[config.mk]
export PLATFORM = sky130hd
export DESIGN_NAME = rev_wallace_mul
export DESIGN_NICKNAME = d
export VERILOG_FILES = /design/src/rtl/mul_pkg.sv /design/src/rtl/rev_cell.sv /design/src/rtl/rev_and.sv /design/src/rtl/rev_ha.sv /design/src/rtl/rev_fa.sv /design/src/rtl/pp_array.sv /design/src/rtl/wallace_reduce.sv /design/src/rtl/ripple_add.sv /design/src/rtl/rev_wallace_mul.sv
export SDC_FILE = /design/constraint.sdc
export NUM_CORES = 1
export LEC_CHECK = 0
export BUFFER_PORTS_ARGS = -buffer_cell sky130_fd_sc_hd__buf_2
export CORE_AREA = 10 10 47 49
export DETAILED_ROUTE_END_ITERATION = 16
export DIE_AREA = 0 0 57 59
export MAX_ROUTING_LAYER = met4
export PLACE_DENSITY = 0.58
export SYNTH_ARGS = -nofsm -noshare
export SYNTH_HDL_FRONTEND = slang
export SYNTH_SLANG_ARGS = --single-unit
[constraint.sdc]
create_clock -name vclk -period 8.9
set_input_delay 0.445 -clock vclk [all_inputs]
set_output_delay 0.445 -clock vclk [all_outputs]
set_load 0.03 [all_outputs]
[src/rtl/mul_pkg.sv]
package mul_pkg;

    localparam int OPW    = 4;
    localparam int PW     = 2 * OPW;
    localparam int NPP    = OPW * OPW;
    localparam int ROW_LO = 3;
    localparam int ROW_W  = 4;

    typedef logic [OPW-1:0]   opnd_t;
    typedef logic [PW-1:0]    prod_t;
    typedef logic [NPP-1:0]   ppvec_t;
    typedef logic [ROW_W-1:0] row_t;

    typedef struct packed {
        row_t                row_a;
        row_t                row_b;
        logic [ROW_LO-1:0]   low;
    } reduce_t;

    function automatic int unsigned pp_index(input int unsigned xi, input int unsigned yj);
        return xi * OPW + yj;
    endfunction

    function automatic int unsigned weigh_pp(input ppvec_t v);
        int unsigned tot;
        tot = 0;
        for (int i = 0; i < OPW; i++) begin
            for (int j = 0; j < OPW; j++) begin
                tot += int'(v[pp_index(i, j)]) << (i + j);
            end
        end
        return tot;
    endfunction

endpackage

[src/rtl/rev_cell.sv]
module rev_cell (
    input  logic a,
    input  logic b,
    input  logic c,
    output logic p,
    output logic q,
    output logic r
);
    assign p = a;
    assign q = a ^ b;
    assign r = (a & b) ^ c;
endmodule

[src/rtl/rev_and.sv]
module rev_and (
    input  logic a,
    input  logic b,
    output logic y
);
    logic p_pass;
    logic q_pass;

    rev_cell u_cell (
        .a (a),
        .b (b),
        .c (1'b0),
        .p (p_pass),
        .q (q_pass),
        .r (y)
    );

    always_comb begin
        if (y) begin
            assert_and_pass_R5: assert (p_pass && !q_pass)
                else $error("AND cell high with inconsistent pass outputs");
        end
    end
endmodule

[src/rtl/rev_ha.sv]
module rev_ha (
    input  logic a,
    input  logic b,
    output logic sum,
    output logic carry
);
    logic p_pass;

    rev_cell u_cell (
        .a (a),
        .b (b),
        .c (1'b0),
        .p (p_pass),
        .q (sum),
        .r (carry)
    );

    always_comb begin
        assert_ha_total_R6: assert ({carry, sum} == ({1'b0, a} + {1'b0, b}))
            else $error("half adder result wrong");
        if (carry) begin
            assert_ha_pass_R6: assert (p_pass)
                else $error("carry without A set");
        end
    end
endmodule

[src/rtl/rev_fa.sv]
module rev_fa (
    input  logic a,
    input  logic b,
    input  logic cin,
    input  logic ztie,
    output logic sum,
    output logic cout
);
    logic p_first;
    logic x_first;
    logic g_first;
    logic p_second;

    rev_cell u_first (
        .a (a),
        .b (b),
        .c (ztie),
        .p (p_first),
        .q (x_first),
        .r (g_first)
    );

    rev_cell u_second (
        .a (x_first),
        .b (cin),
        .c (g_first),
        .p (p_second),
        .q (sum),
        .r (cout)
    );

    always_comb begin
        if (!ztie) begin
            assert_fa_total_R7: assert ({cout, sum} == ({1'b0, a} + {1'b0, b} + {1'b0, cin}))
                else $error("full adder result wrong");
        end
        assert_fa_recover_R7: assert ((p_first ^ p_second) == b)
            else $error("pass outputs do not recover B");
    end
endmodule

[src/rtl/pp_array.sv]
module pp_array
    import mul_pkg::*;
#(
    parameter int W = OPW
) (
    input  logic [W-1:0]   x,
    input  logic [W-1:0]   y,
    output logic [W*W-1:0] ppv
);
    for (genvar i = 0; i < W; i++) begin : g_row
        for (genvar j = 0; j < W; j++) begin : g_col
            rev_and u_and (
                .a (x[i]),
                .b (y[j]),
                .y (ppv[i*W + j])
            );
        end
    end
endmodule

[src/rtl/wallace_reduce.sv]
module wallace_reduce
    import mul_pkg::*;
(
    input  ppvec_t  ppv,
    output reduce_t red
);
    localparam logic ZT = 1'b0;

    logic s1, c1;
    logic s2a, c2a, s2b, c2b;
    logic s3a, c3a, s3b, c3b;
    logic s4a, c4a, s4b, c4b;
    logic s5, c5;

    // weight 1
    rev_ha u_ha_w1  (.a(ppv[pp_index(0,1)]), .b(ppv[pp_index(1,0)]), .sum(s1), .carry(c1));
    // weight 2: three products, then fold in the weight-1 carry
    rev_fa u_fa_w2  (.a(ppv[pp_index(0,2)]), .b(ppv[pp_index(1,1)]), .cin(ppv[pp_index(2,0)]),
                     .ztie(ZT), .sum(s2a), .cout(c2a));
    rev_ha u_ha_w2  (.a(s2a), .b(c1), .sum(s2b), .carry(c2b));
    // weight 3: four products plus two carries -> two bits
    rev_fa u_fa_w3a (.a(ppv[pp_index(0,3)]), .b(ppv[pp_index(1,2)]), .cin(ppv[pp_index(2,1)]),
                     .ztie(ZT), .sum(s3a), .cout(c3a));
    rev_fa u_fa_w3b (.a(ppv[pp_index(3,0)]), .b(c2a), .cin(c2b),
                     .ztie(ZT), .sum(s3b), .cout(c3b));
    // weight 4: three products plus two carries -> two bits
    rev_fa u_fa_w4  (.a(ppv[pp_index(1,3)]), .b(ppv[pp_index(2,2)]), .cin(ppv[pp_index(3,1)]),
                     .ztie(ZT), .sum(s4a), .cout(c4a));
    rev_ha u_ha_w4  (.a(s4a), .b(c3a), .sum(s4b), .carry(c4b));
    // weight 5: two products plus one carry
    rev_fa u_fa_w5  (.a(ppv[pp_index(2,3)]), .b(ppv[pp_index(3,2)]), .cin(c4a),
                     .ztie(ZT), .sum(s5), .cout(c5));

    always_comb begin
        red.low   = {s2b, s1, ppv[pp_index(0,0)]};
        red.row_a = {ppv[pp_index(3,3)], s5, s4b, s3a};
        red.row_b = {c5, c4b, c3b, s3b};
    end

    always_comb begin
        assert_reduce_keeps_value_R1: assert (weigh_pp(ppv) ==
                int'(red.low) + ((int'(red.row_a) + int'(red.row_b)) << ROW_LO))
            else $error("reduction changed the weighted sum");
    end
endmodule

[src/rtl/ripple_add.sv]
module ripple_add #(
    parameter int RW = 4
) (
    input  logic [RW-1:0] a,
    input  logic [RW-1:0] b,
    output logic [RW-1:0] sum,
    output logic          cout
);
    logic [RW-1:0] cy;

    for (genvar k = 0; k < RW; k++) begin : g_bit
        if (k == 0) begin : g_head
            rev_ha u_ha (.a(a[k]), .b(b[k]), .sum(sum[k]), .carry(cy[k]));
        end else begin : g_body
            rev_fa u_fa (.a(a[k]), .b(b[k]), .cin(cy[k-1]), .ztie(1'b0),
                         .sum(sum[k]), .cout(cy[k]));
        end
    end

    assign cout = cy[RW-1];

    always_comb begin
        assert_ripple_total_R1: assert ({cout, sum} == ({1'b0, a} + {1'b0, b}))
            else $error("ripple merge result wrong");
    end
endmodule

[src/rtl/rev_wallace_mul.sv]
module rev_wallace_mul
    import mul_pkg::*;
(
    input  logic [3:0] op_x,
    input  logic [3:0] op_y,
    output logic [7:0] product
);
    ppvec_t  ppv;
    reduce_t red;
    row_t    merged;
    logic    top_carry;

    pp_array #(.W(OPW)) u_pp (
        .x   (op_x),
        .y   (op_y),
        .ppv (ppv)
    );

    wallace_reduce u_red (
        .ppv (ppv),
        .red (red)
    );

    ripple_add #(.RW(ROW_W)) u_merge (
        .a    (red.row_a),
        .b    (red.row_b),
        .sum  (merged),
        .cout (top_carry)
    );

    assign product = {top_carry, merged, red.low};

    always_comb begin
        assert_product_value_R1: assert (product == ({4'b0, op_x} * {4'b0, op_y}))
            else $error("product mismatch");
        assert_low_bit_R2: assert (product[0] == (op_x[0] & op_y[0]))
            else $error("bit 0 mismatch");
        if (op_x == '0 || op_y == '0) begin
            assert_zero_operand_R3: assert (product == '0)
                else $error("zero operand gave nonzero product");
        end
    end
endmodule

==> results_dict.tcl, run 1 <==
set metrics [dict create \
    status "complete, no violations" \
    gr-total-overflow 0 \
    setup_viol 0 \
    hp-start "op_x[0]" \
    ioPinCount 16 \
    cp.arrival_ns 3.47 \
    min_path_cells 3 \
    grt_max_degree 5 \
    drive_gt1_share_pct 30.2 \
    gr-usage-met2_pct 6.67 \
    cts-hold-fix-buffers 0 \
    hold_viol 0 \
    top_usage_layer "met2" \
    p_comb_share_pct 100.0 \
    seq_area_um2 0 \
    drt-total-wl_um 670 \
    track_usage_pct 4.24 \
    vias 278 \
    holdCritPathClass "input port to output pin" \
    cpPeakStageDelay_ns 0.48 \
    syn_area_per_cell_um2 8.70 \
    tightest_slew_ns 0.161 \
    diodes 0 \
    dr.pass1.iters 4 \
    port_buffers 16 \
    wire_per_inst_um 9.71 \
    yosys_warnings 0 \
    critPathSlowestCell "fa_1" \
    hold_ws_ns 1.29 \
    dieHeight_um 59 \
    worstSetupEndpointType "output pin" \
    timing.setup.tns_ns 0 \
    peakVddDrop_v 0.0000381 \
    die_area_um2 3360 \
    grt_first_pass_wirelength_um 1270 \
    syn-cell-area_um2 392 \
    cap_violations 0 \
    clock_buffers 0 \
    holdPathEnd "product[0]" \
    cts-resized-gates 0 \
    dp_hpwl_um 645 \
    synth.most_common_cell "and2_1" \
    crit_required_ns 8.46 \
    remaining_drc_errors 0 \
    ant_nets 0 \
    grt.met3_usage_pct 0.429 \
    worstSetupPathType "input port to output pin" \
    vias_per_cell 4.03 \
    clock_power_share_pct 0 \
    grtUsageMet1_pct 6.02 \
    synthTopCellsByArea "fa_1 41%, and2_1 18%, buf_4 15%" \
    synth_top_area_cell "fa_1" \
    synth_fp_nets 65 \
    coreArea_um2 1400 \
    critPathLaunchType "input port" \
    area_delta_synth_final_pct 10.2 \
    nFlopsAndLatches 0 \
    p_leak_nw 0.246 \
    period_minus_slack_ns 3.92 \
    syn_inst 45 \
    swShare_pct 67.5 \
    power_density_nw_per_um2 90.7 \
    ys_types 6 \
    initial_core_util_pct 27.9 \
    slew_violations 0 \
    synth_top_area_share_pct 40.9 \
    postLayoutCoreUtil_pct 30.8 \
    crit_top_cell "fa_1" \
    max-slew-margin-rel_pct 89.3 \
    die_w_um 57 \
    ys_seq_area_share_pct 0 \
    grt_pass1_vias 313 \
    crit_chain "buf_2, and2_1, fa_1, ha_1, fa_1, ha_1, inv_1, fa_1, fa_1, inv_1, fa_1, buf_2" \
    timing.fmax_mhz 255 \
    p_seq_share_pct 0 \
    finalCritPeriodShare_pct 44.0 \
    rsz0062_at_grt "false" \
    crit_fanout 4 \
    rows 14 \
    nets 75 \
    gp_congestion 0.797 \
    power.net_switching_w 0.0000264 \
    cts_setup_buffers 0 \
    drt_iter0_drc 3 \
    synth_common_cells "11 x and2_1, 9 x inv_1, 8 x buf_4, 8 x fa_1, 5 x nand2_1" \
    antenna_found_initial 0 \
    p_int_w 0.0000127 \
]
-- worst max-delay path, delay by kind of cell --
kind / cells / cell delay, ns
adder cells (fa/ha/maj): 7 / 2.44
buffers and inverters: 4 / 0.42
AND/OR/NAND/NOR: 1 / 0.17
-- power by group through the flow --
stage / sequential (W) / clock, W / combinational (W)
floorplan: 0 / 0 / 0.0000378
global placement: 0 / 0 / 0.0000399
detailed placement: 0 / 0 / 0.0000402
CTS: 0 / 0 / 0.0000406
global route: 0 / 0 / 0.0000443
finish: 0 / 0 / 0.0000392
-- per-layer routing --
layer / routed length (µm) / vias to the layer above
li1: - / 139
met1: 316 / 131
met2: 315 / 8
met3: 38 / 0
met4: 0 / 0
met5: 0 / -
-- layout make-up --
cell class | count | area (µm²)
Fill cell | 168 | 970
Multi-Input combinational cell | 28 | 298
Timing Repair Buffer | 16 | 80.1
Inverter | 9 | 33.8
Tap cell | 16 | 20.0
-- cells in the final DEF (no fill, tap or decap), drive strengths merged --
| cell type | count |
|---|---|
| inv | 9 |
| nand2 | 5 |
| and2 | 11 |
| ha | 4 |
| buf | 16 |
| fa | 8 |
-- worst max path at each step --
stage          slack (ns)     from  cells after the start          to
3_3_place_gp         4.96  op_x[0]                     12  product[6]
4_1_cts              4.95  op_x[0]                     12  product[6]
5_1_grt              4.84  op_x[0]                     12  product[6]
2_1_floorplan        5.18  op_x[0]                     11  product[6]
6_report             4.98  op_x[0]                     12  product[6]
3_5_place_dp         4.96  op_x[0]                     12  product[6]
-- cell families (layout without fill, tap and decap cells) --
kind of cell	count (synthesis)	in the layout	synth area share, %
buffers and inverters	17	25	24.0
and+or+nand+nor	16	16	22.4
adders and majority gates	12	12	53.7
-- stage by stage --
| stage | worst slack [ns] | std cells | total power, W | area [µm²] |
|---|---|---|---|---|
| after CTS | 4.95 | 69 | 0.0000406 | 432 |
| after floorplan | 5.18 | 45 | 0.0000378 | 392 |
| after global routing | 4.84 | 69 | 0.0000443 | 432 |
| after detailed placement | 4.96 | 69 | 0.0000402 | 432 |
| after global placement | 4.96 | 69 | 0.0000399 | 432 |
| final | 4.98 | 69 | 0.0000392 | 432 |
Note: power is estimated with default switching activity, not from simulation.
==> run 2: changes to the inputs <==
--- a/config.mk
+++ b/config.mk
@@ -5,12 +5,13 @@
 export SDC_FILE = /design/constraint.sdc
 export NUM_CORES = 1
 export LEC_CHECK = 0
+export ABC_AREA = 1
 export BUFFER_PORTS_ARGS = -buffer_cell sky130_fd_sc_hd__buf_2
 export CORE_AREA = 10 10 47 49
 export DETAILED_ROUTE_END_ITERATION = 16
 export DIE_AREA = 0 0 57 59
 export MAX_ROUTING_LAYER = met4
-export PLACE_DENSITY = 0.58
+export PLACE_DENSITY = 0.59
 export SYNTH_ARGS = -nofsm -noshare
 export SYNTH_HDL_FRONTEND = slang
 export SYNTH_SLANG_ARGS = --single-unit
==> constraint.sdc (replaced) <==
create_clock -name vclk -period 4
set_input_delay 0.2 -clock vclk [all_inputs]
set_output_delay 0.2 -clock vclk [all_outputs]
set_load 0.03 [all_outputs]
==> run 2 against run 1 <==
  * Cell count is 16% higher
  * Power is 120% higher
  * Routed wire length is 4.6% lower
  * Synthesized cell count is 24% higher
  * Worst setup slack worse by 4.3 ns
  * Die area stayed put
  * Sequential cell count stayed put
  * Combinational power is 120% higher
  * Global-route usage is 0.36 points lower
  * Cell area is 3.2% higher
==> results_dict.tcl, run 2 <==
set metrics [dict create \
    initial_core_util_pct 28.9 \
    antenna_found_initial 0 \
    synth_top_area_cell "fa_1" \
    timing.setup.tns_ns 0 \
    period_minus_slack_ns 3.36 \
    vias 315 \
    tightest_slew_ns 0.157 \
    worstSetupEndpoint "product[6]" \
    critPathLaunchType "input port" \
    drt-total-wl_um 639 \
    cap_violations 0 \
    hp-start "op_y[0]" \
    place_ws_ns 0.607 \
    power_density_nw_per_um2 195 \
    placedCellCount 80 \
    die_area_um2 3360 \
    hold_viol 0 \
    finalCritPeriodShare_pct 84.1 \
    startpoint "op_x[0]" \
    p_comb_share_pct 100.0 \
    seq_area_um2 0 \
    cts-hold-fix-buffers 0 \
    hold_ws_ns 0.764 \
    port_buffers 16 \
    ant_nets 0 \
    setup_viol 0 \
    vias_per_cell 3.94 \
    track_usage_pct 3.88 \
    crit_chain "buf_2, nand2_1, inv_1, fa_1, ha_1, fa_1, ha_1, inv_1, fa_1, fa_1, inv_1, fa_1, buf_2" \
    die_w_um 57 \
    holdCritPathClass "input port to output pin" \
    worstSetupEndpointType "output pin" \
    nFlopsAndLatches 0 \
    gp_congestion 0.719 \
    synth_common_cells "20 x inv_1, 16 x nand2_1, 8 x buf_4, 8 x fa_1, 4 x ha_1" \
    gr-total-overflow 0 \
    drt_iter0_drc 0 \
    nFillCells 168 \
    slew_violations 0 \
    p_int_w 0.0000270 \
    grt_pass1_vias 326 \
    p_seq_share_pct 0 \
    status "complete, no violations" \
    final_common_cell "inv_1" \
    syn_inst 56 \
    syn-cell-area_um2 405 \
    power.net_switching_w 0.0000599 \
    nets 86 \
    ioPinCount 16 \
    coreArea_um2 1400 \
    cp.arrival_ns 3.16 \
    grt_max_degree 5 \
    synth_top_area_share_pct 39.5 \
    drive_gt1_share_pct 25.0 \
    setup_slack_ns 0.637 \
    p_leak_nw 0.327 \
    area_delta_synth_final_pct 9.88 \
    crit_required_ns 3.80 \
    rsz0062_at_grt "false" \
    dp_hpwl_um 640 \
    cts_setup_buffers 0 \
    clock_buffers 0 \
    rows 14 \
    synth.most_common_cell "inv_1" \
    peakVddDrop_v 0.0000549 \
    cts-resized-gates 0 \
    ys_types 5 \
    wire_per_inst_um 7.99 \
    mostFrequentLayoutCells "20 x inv_1, 16 x nand2_1, 16 x buf_2, 8 x fa_1, 4 x ha_1" \
    crit_fanout 4 \
    synth_fp_nets 76 \
    dr.pass1.iters 1 \
    synthTopCellsByArea "fa_1 40%, inv_1 19%, buf_4 15%" \
    grt_first_pass_wirelength_um 1160 \
    max-slew-margin-rel_pct 89.6 \
    swShare_pct 68.9 \
    cpPeakStageDelay_ns 0.48 \
    ys_seq_area_share_pct 0 \
    remaining_drc_errors 0 \
    finalNonFillerCells 80 \
    dieHeight_um 59 \
    clock_power_share_pct 0 \
    critPathSlowestCell "fa_1" \
    diodes 0 \
    yosys_warnings 0 \
    syn_area_per_cell_um2 7.24 \
    crit_top_cell "fa_1" \
    worstSetupPathType "input port to output pin" \
    timing.fmax_mhz 297 \
]
-- run 2: critical path, delay by kind of cell --
kind,cells,cell delay (ns)
adders and majority gates,7,2.44
buffers and inverters,5,0.46
and+or+nand+nor,1,0.06
-- run 2: how the worst min path moves through the flow --
stage / depth (start not counted) / slack [ns] / end
floorplan: 3 / 0.61 / product[0]
finish: 4 / 0.76 / product[0]
global route: 4 / 0.80 / product[0]
detailed placement: 4 / 0.76 / product[0]
CTS: 4 / 0.76 / product[0]
global placement: 4 / 0.77 / product[0]
-- run 2: layer usage --
| layer | GRT usage, % | vias to the layer above | part of all wire (%) |
|---|---|---|---|
| met1 | 5.52 | 143 | 51 |
| met5 | - | - | 0 |
| met2 | 6.05 | 12 | 43 |
| met3 | 0.429 | 0 | 5.5 |
| met4 | 0 | 0 | 0 |
| li1 | - | 160 | - |
-- run 2: power groups by stage --
stage               Combinational, W  Sequential (W)  Clock (W)
finish                     0.0000869               0          0
floorplan                  0.0000845               0          0
global route               0.0000982               0          0
global placement           0.0000894               0          0
CTS                        0.0000904               0          0
detailed placement         0.0000898               0          0
-- run 2: kinds of logic (layout without fill, tap and decap cells) --
kind of cell	after synthesis	in the layout	share of synthesized area (%)
adder cells (fa/ha/maj)	12	12	51.9
buffers and inverters	28	36	33.3
AND/OR/NAND/NOR	16	16	14.8
-- run 2: layout make-up --
class / count / area, µm² / share of cell area [%]
multi-input combinational: 28 / 270 / 60.7
timing repair buffer: 16 / 80.1 / 18.0
inverter: 20 / 75.1 / 16.9
tap: 16 / 20.0 / 4.49
-- run 2: stage by stage --
stage          instance area [µm²]  util, %   power, W
2_1_floorplan                  405        -  0.0000845
3_3_place_gp                   445     31.8  0.0000894
3_5_place_dp                   445     31.8  0.0000898
4_1_cts                        445     31.8  0.0000904
5_1_grt                        445     31.8  0.0000982
6_report                       445     31.8  0.0000869
==> run 3: changes to the inputs <==
==> constraint.sdc (replaced) <==
create_clock -name vclk -period 3.3
set_input_delay 0.165 -clock vclk [all_inputs]
set_output_delay 0.165 -clock vclk [all_outputs]
set_load 0.03 [all_outputs]
==> run 3 against run 2 <==
  * Cell area increased by 13%
  * Critical path depth is the same
  * Power increased by 33%
  * Die area is the same
  * Via count is 2.5% higher
  * Core utilization increased by 4.2 points
  * Routed wire length rose by 6.1%
  * Non-clock buffer count is 6 higher
  * Cell count up 7.5%
  * Combinational power is 33% higher
  * Global-route usage rose by 0.62 points
  * Critical endpoint unchanged
  * Largest power group unchanged
  * Highest routed layer unchanged
==> results_dict.tcl, run 3 (synthesis gave the netlist of run 2 again) <==
set metrics [dict create \
    drt_iter0_drc 0 \
    gr-total-overflow 0 \
    grt_max_degree 5 \
    holdCritPathClass "input port to output pin" \
    hold_viol 0 \
    initial_core_util_pct 28.9 \
    max-slew-margin-rel_pct 89.4 \
    status "complete, no violations" \
    crit_fanout 2 \
    grt_pass1_vias 378 \
    finalNonFillerCells 86 \
    die_w_um 57 \
    area_delta_synth_final_pct 24.4 \
    setup_slack_ns 0.128 \
    critPathLaunchType "input port" \
    critPathSlowestCell "fa_1" \
    placedCellCount 86 \
    cap_violations 0 \
    ioPinCount 16 \
    wire_per_inst_um 7.88 \
    mostFrequentLayoutCells "19 x inv_1, 16 x nand2_1, 15 x buf_2, 6 x fa_1, 6 x buf_4" \
    place_ws_ns -0.0433 \
    grt_first_pass_wirelength_um 1340 \
    dieHeight_um 59 \
    power_density_nw_per_um2 230 \
    timing.setup.tns_ns 0 \
    dr.pass1.iters 1 \
    worstSetupEndpointType "output pin" \
    finalCritPeriodShare_pct 96.1 \
    vias_per_cell 3.76 \
    crit_chain "buf_2, nand2_1, inv_1, fa_1, ha_2, fa_1, ha_1, inv_1, fa_2, fa_2, inv_2, fa_1, buf_6" \
    dp_hpwl_um 697 \
    port_buffers 16 \
    tightest_slew_ns 0.160 \
    period_minus_slack_ns 3.17 \
    crit_cells 13 \
    die_area_um2 3360 \
    power_w 0.000116 \
    coreArea_um2 1400 \
    timing.fmax_mhz 315 \
    nets 92 \
    rows 14 \
    crit_family "adder cells" \
    rsz0062_at_grt "true" \
    slew_violations 0 \
    min_path_cells 5 \
    ant_nets 0 \
    cp.arrival_ns 3.01 \
    crit_top_cell "fa_1" \
    remaining_drc_errors 0 \
    antenna_found_initial 0 \
    seq_area_um2 0 \
    drt-total-wl_um 678 \
    crit_required_ns 3.13 \
    p_leak_nw 0.353 \
    final_common_cell "inv_1" \
    worstSetupPathType "input port to output pin" \
    track_usage_pct 4.50 \
    drive_gt1_share_pct 37.1 \
    vias 323 \
    diodes 0 \
    nFlopsAndLatches 0 \
    cpPeakStageDelay_ns 0.48 \
    peakVddDrop_v 0.0000974 \
    setup_viol 0 \
    clock_buffers 0 \
    crit_buf_inv 5 \
    gp_congestion 0.723 \
]
## run 3: changes by cell type in the layout (fill, tap and decap cells not counted)
cell / previous run / this run
buf_2: 16 / 15
buf_4: 0 / 6
buf_6: 0 / 1
fa_1: 8 / 6
fa_2: 0 / 2
ha_1: 4 / 3
ha_2: 0 / 1
inv_1: 20 / 19
inv_2: 0 / 1
## run 3: area by class of cell
cell class	instances	area, µm²
Fill cell	156	897
Inverter	20	75.1
Multi-Input combinational cell	28	278
Tap cell	16	20.0
Timing Repair Buffer	22	131
## run 3: worst min-delay path, stage by stage
cell and delay [ns]:
buf_2 0.09, buf_4 0.10, nand2_1 0.04, inv_1 0.04
buf_2 0.18
## run 3: through the flow
| stage | util [%] | cell area (µm²) | hold WS [ns] |
|---|---|---|---|
| floorplan | - | 405 | 0.538 |
| global placement | 35.0 | 490 | 0.789 |
| detailed placement | 35.0 | 490 | 0.786 |
| CTS | 35.8 | 502 | 0.789 |
| global route | 36.0 | 504 | 0.833 |
| finish | 36.0 | 504 | 0.788 |
## run 3: repair_timing
action                     4_1_cts  5_1_grt
gates resized for setup          4        2
hold buffers                     0        0
gates cloned                     0        0
setup buffers                    0        0
setup endpoints to repair        1        1
pin swaps                        0        3
## run 3: layer usage
metal | vias up | track usage (%) | wire length [µm] | share of wire [%]
met3 | 0 | 0.215 | 21 | 3.1
li1 | 172 | - | - | -
met2 | 12 | 7.91 | 302 | 45
met5 | - | - | 0 | 0
met4 | 0 | 0 | 0 | 0
met1 | 139 | 5.87 | 354 | 52
## run 3: final timing paths
check / to / slack (ns) / from
worst max-delay path: product[6] / 0.13 / op_y[0]
worst min-delay path: product[0] / 0.79 / op_y[0]
## run 3: power by group
part	internal, W	total (W)	switching (W)
clock network	0	0	0
logic	0.0000413	0.000116	0.0000747
registers	0	0	0
total	0.0000413	0.000116	0.0000747
